--- src/rtl/desc_ring.sv ---
module desc_ring #(
  parameter int WORD_W = 32
) (
  input  logic                clk,
  input  logic                rst_n,
  input  logic                ld_en,
  input  logic [WORD_W-1:0]   ld_data,
  input  logic                stat_wr,
  input  logic [WORD_W-1:0]   stat_wdata,
  input  logic                ctl_wr,
  input  logic [WORD_W-1:0]   ctl_wdata,
  output logic [WORD_W-1:0]   status,
  output logic                out_valid,
  input  logic                out_ready,
  output logic [2*WORD_W-1:0] out_addr,
  output logic [WORD_W-1:0]   out_len,
  output logic [WORD_W-1:0]   out_flags,
  output logic                out_notify
);
  localparam int SLOTS      = 4;
  localparam int PW         = $clog2(SLOTS);
  localparam int DESC_W     = 4 * WORD_W;
  localparam int NOTIFY_BIT = 16;

  logic              hold_rst;
  logic [1:0]        word_cnt;
  logic [WORD_W-1:0] stage [3];
  logic [DESC_W-1:0] slot [SLOTS];
  logic [PW-1:0]     wp, rp;
  logic [PW:0]       fill;
  logic              err;

  logic rst_now, is_full, is_empty, last_word, do_push, do_pop, ovf;

  assign rst_now   = hold_rst || (ctl_wr && ctl_wdata[0]);
  assign is_full   = (fill == SLOTS[PW:0]);
  assign is_empty  = (fill == '0);
  assign last_word = ld_en && (word_cnt == 2'd3);
  assign do_push   = last_word && !is_full;
  assign ovf       = last_word && is_full;
  assign do_pop    = out_valid && out_ready;

  always_ff @(posedge clk or negedge rst_n) begin
    if (!rst_n) begin
      hold_rst <= 1'b0;
      word_cnt <= '0;
      wp       <= '0;
      rp       <= '0;
      fill     <= '0;
      err      <= 1'b0;
    end else begin
      if (ctl_wr) hold_rst <= ctl_wdata[0];
      if (rst_now) begin
        word_cnt <= '0;
        wp       <= '0;
        rp       <= '0;
        fill     <= '0;
        err      <= 1'b0;
      end else begin
        if (ld_en) word_cnt <= word_cnt + 2'd1;
        if (do_push) wp <= wp + 1'b1;
        if (do_pop)  rp <= rp + 1'b1;
        fill <= fill + {{PW{1'b0}}, do_push} - {{PW{1'b0}}, do_pop};
        if (ovf) err <= 1'b1;
        else if (stat_wr && stat_wdata[10]) err <= 1'b0;
      end
    end
  end

  always_ff @(posedge clk) begin
    if (!rst_now && ld_en && word_cnt != 2'd3) stage[word_cnt] <= ld_data;
    if (!rst_now && do_push) slot[wp] <= {ld_data, stage[2], stage[1], stage[0]};
  end

  assign out_valid  = !is_empty;
  assign out_addr   = slot[rp][2*WORD_W-1:0];
  assign out_len    = slot[rp][3*WORD_W-1:2*WORD_W];
  assign out_flags  = slot[rp][4*WORD_W-1:3*WORD_W];
  assign out_notify = out_flags[NOTIFY_BIT];

  always_comb begin
    status       = '0;
    status[1:0]  = wp;
    status[5:4]  = rp;
    status[8]    = is_empty;
    status[9]    = is_full;
    status[10]   = err;
  end
endmodule

--- config.mk ---
export PLATFORM = sky130hd
export DESIGN_NAME = desc_ring
export DESIGN_NICKNAME = d
export VERILOG_FILES = /design/src/rtl/desc_ring.sv
export SDC_FILE = /design/constraint.sdc
export NUM_CORES = 1
export LEC_CHECK = 0
export ABC_AREA = 1
export BUFFER_PORTS_ARGS = -buffer_cell sky130_fd_sc_hd__buf_2
export CAP_MARGIN = 20
export CORE_UTILIZATION = 35
export CTS_BUF_LIST = sky130_fd_sc_hd__clkbuf_8
export DETAILED_ROUTE_END_ITERATION = 8
export PLACE_DENSITY = 0.58
export SKIP_LAST_GASP = 1
export SYNTH_ARGS = -nofsm -noshare
export SYNTH_HDL_FRONTEND = slang
export SYNTH_SLANG_ARGS = --single-unit
--- constraint.sdc ---
create_clock -name clk -period 9.3 [get_ports clk]
set_input_delay 0 -clock clk [delete_from_list [all_inputs] [get_ports clk]]
set_output_delay 0 -clock clk [all_outputs]
set_load 0.05 [all_outputs]
==> out/results.ini <==
[clock_network]
root_buffer = clkbuf_8
clk_latency_ps = 690
numCtsBuffers = 100
clk_pin_slew_ps = 60
cts_setup_buffers = 0
h-tree-depth = 3
cts_resized = 0
cts_tree = built
cts_num_sinks = 619
cts_max_path_buffers = 3

[synthesis]
yosysTopAreaCell = edfxtp_1
synth_ff_type = edfxtp_1
synth_edf_count = 608
synth-seq-cells = 619
ys_seq_area_share_pct = 81.17
syn_inst = 1463
synthesis.area_um2 = 22830
ys_types = 23
synthArstFlopShare_pct = 1.777
yosys_warnings = 0
synth_area_leaders = edfxtp_1 (80%), nor2_1 (4.4%), o21ai_0 (3.7%)
synth_top_area_share_pct = 79.96
postSynthAreaPerCell_um2 = 15.61

[finish]
fin_util_pct = 41.28
layout_commonest_cell = edfxtp_1
fin_nets = 1824
drive_above_1_share_pct = 18.88
synthToLayoutAreaGrowth_pct = 16.55
layout_common_cells = edfxtp_1 (608), nor2_1 (262), buf_2 (176)

[setup_path]
cp_num_buf_inv = 3
critPathCaptureType = output pin
critPathLaunchType = flop
cp_slowest_cell = buf_4
path_class = reg2out
cp_max_fo = 167
path_delay_family = buffers and inverters
critPathRequiredTime_ps = 9300
worstPathCellList = inv_8 > buf_4 > o21ai_0 > o22ai_1 > buf_2
max_stage_delay_ps = 900
worstPathArrival_ps = 4350

[sta]
maxSlewHeadroom_pct = 26.97
tightest_slew_ps = 1095
fin_crit_ps = 4354
rsz0062_at_grt = false
period_share_pct = 46.82
fin_skew_ps = 29.96
hold_violations = 0
setup_violations = 0
setup_tns_ps = 0
clock.fmax_mhz = 229.7
finalMaxSlewViolations = 0

[floorplan]
dieArea_um2 = 66260
core_um2 = 64460
die_h_um = 257.4
io_pins = 264
initial_utilization_pct = 35.42
die_w_um = 257.4
row_count = 93

[run]
cap_violations = 0

[outcome]
status = complete, no violations

[routing]
viasPerCell = 4.882
detail-route-antenna-nets = 0
vias = 12930
wire_per_inst_um = 20.18
post-route-drc-count = 0
drt_iter0_drc = 913
finalWirelength_um = 53460
drtPass1Iterations = 5

[pwr]
p_leak_nw = 9.073
ir_worst_vdd_mv = 0.2271
pwr_density_cell_nw_per_um2 = 295.6

[global_route]
grt_usage_pct = 16.03
antenna_found_initial = 5
grt_max_degree = 168
grt_pass1_wl_um = 79450
gr-total-overflow = 0
first_global_vias = 12980

[hold_path]
hold_class = in2reg

[placed_design]
portBuffers = 176
hpwlAfterDp_um = 27700
gp_congestion = 0.7186

layout make-up:
type	count	area [um^2]
fillers	5896	37850
multi-input cells	729	3558
diodes	4	10.01
clock inverters	78	473.0
flip-flops and latches	619	18540
inverters	25	103.9
repair buffers	236	1439
clock buffers	103	1418
well taps	855	1070
cells by family (layout without fill, tap and decap cells):
| logic type | Yosys count | after routing | synth area share (%) |
|---|---|---|---|
| flops | 619 | 619 | 81.17 |
| compound gates | 389 | 389 | 9.228 |
| simple gates | 304 | 304 | 5.080 |
| buf+inv | 139 | 442 | 3.874 |
| fa+ha+maj | 11 | 11 | 0.6357 |
| other cells | 1 | 29 | 0.01642 |
synthesized netlist by cell type (7+ instances only):
| cell type | count |
|---|---|
| buf_4 | 44 |
| buf_6 | 24 |
| clkbuf_1 | 33 |
| clkbuf_2 | 7 |
| dfrtp_1 | 11 |
| edfxtp_1 | 608 |
| ha_1 | 10 |
| inv_1 | 23 |
| nand2_1 | 24 |
| nand3_1 | 7 |
| nor2_1 | 269 |
| o21ai_0 | 168 |
| o21ai_1 | 91 |
| o22ai_1 | 128 |
worst register-to-register path, delay by kind of cell, from the launching register on:
family,cells,cell delay (ps)
buffers and inverters,3,1260
DFF,1,360
and+or+nand+nor,3,1370
flip-flops by register name (all words and copies together), names as in the netlist:
name,flops
err,1
wp,2
slot,512
fill,3
stage,96
rp,2
hold_rst,1
word_cnt,2
path summary, 6_finish.rpt:
| check | start | end | slack, ps | depth (start not counted) |
|---|---|---|---|---|
| max | rp[0] | out_addr[18] | 4950 | 5 |
| min | out_ready | rp[0] | 160 | 4 |
| max reg2reg | hold_rst | slot[1][50] | 5890 | 6 |
| min reg2reg | stage[0][30] | slot[2][30] | 480 | 0 |
| max in group asynchronous | rst_n | rp[1] | 8480 | 3 |
| min in group asynchronous | rst_n | word_cnt[1] | 390 | 3 |
metal layers:
metal	track usage, %	routed length, um
met1	21.60	24170
met3	3.310	2900
met5	0	0
met4	5.457	1042
met2	25.80	25340
power by group:
| part | internal [mW] | switching [mW] | leakage, nW |
|---|---|---|---|
| sequential | 3.08 | 0.0638 | 5.62 |
| combinational | 0.498 | 2.00 | 2.39 |
| clock | 1.17 | 1.06 | 1.06 |
| total | 4.75 | 3.12 | 9.07 |
per-stage QoR:
step / hold slack, ps / total power, mW / instance area, um^2 / instances / worst slack, ps
5_1_grt: 136.2 / 8.206 / 26600 / 2645 / 4688
3_3_place_gp: -98.90 / 5.695 / 24280 / 2421 / 5669
6_report: 157.6 / 7.867 / 26610 / 2649 / 4946
4_1_cts: 92.02 / 7.981 / 26600 / 2645 / 4846
3_5_place_dp: -100.4 / 5.726 / 24280 / 2421 / 5593
2_1_floorplan: -295.6 / 5.120 / 22920 / 1487 / 2456
timing repair:
item	CTS	global route
setup endpoints to repair	0	0
hold endpoints to repair	245	0
hold buffers	43	0
Power figures use the tool's default switching activity.
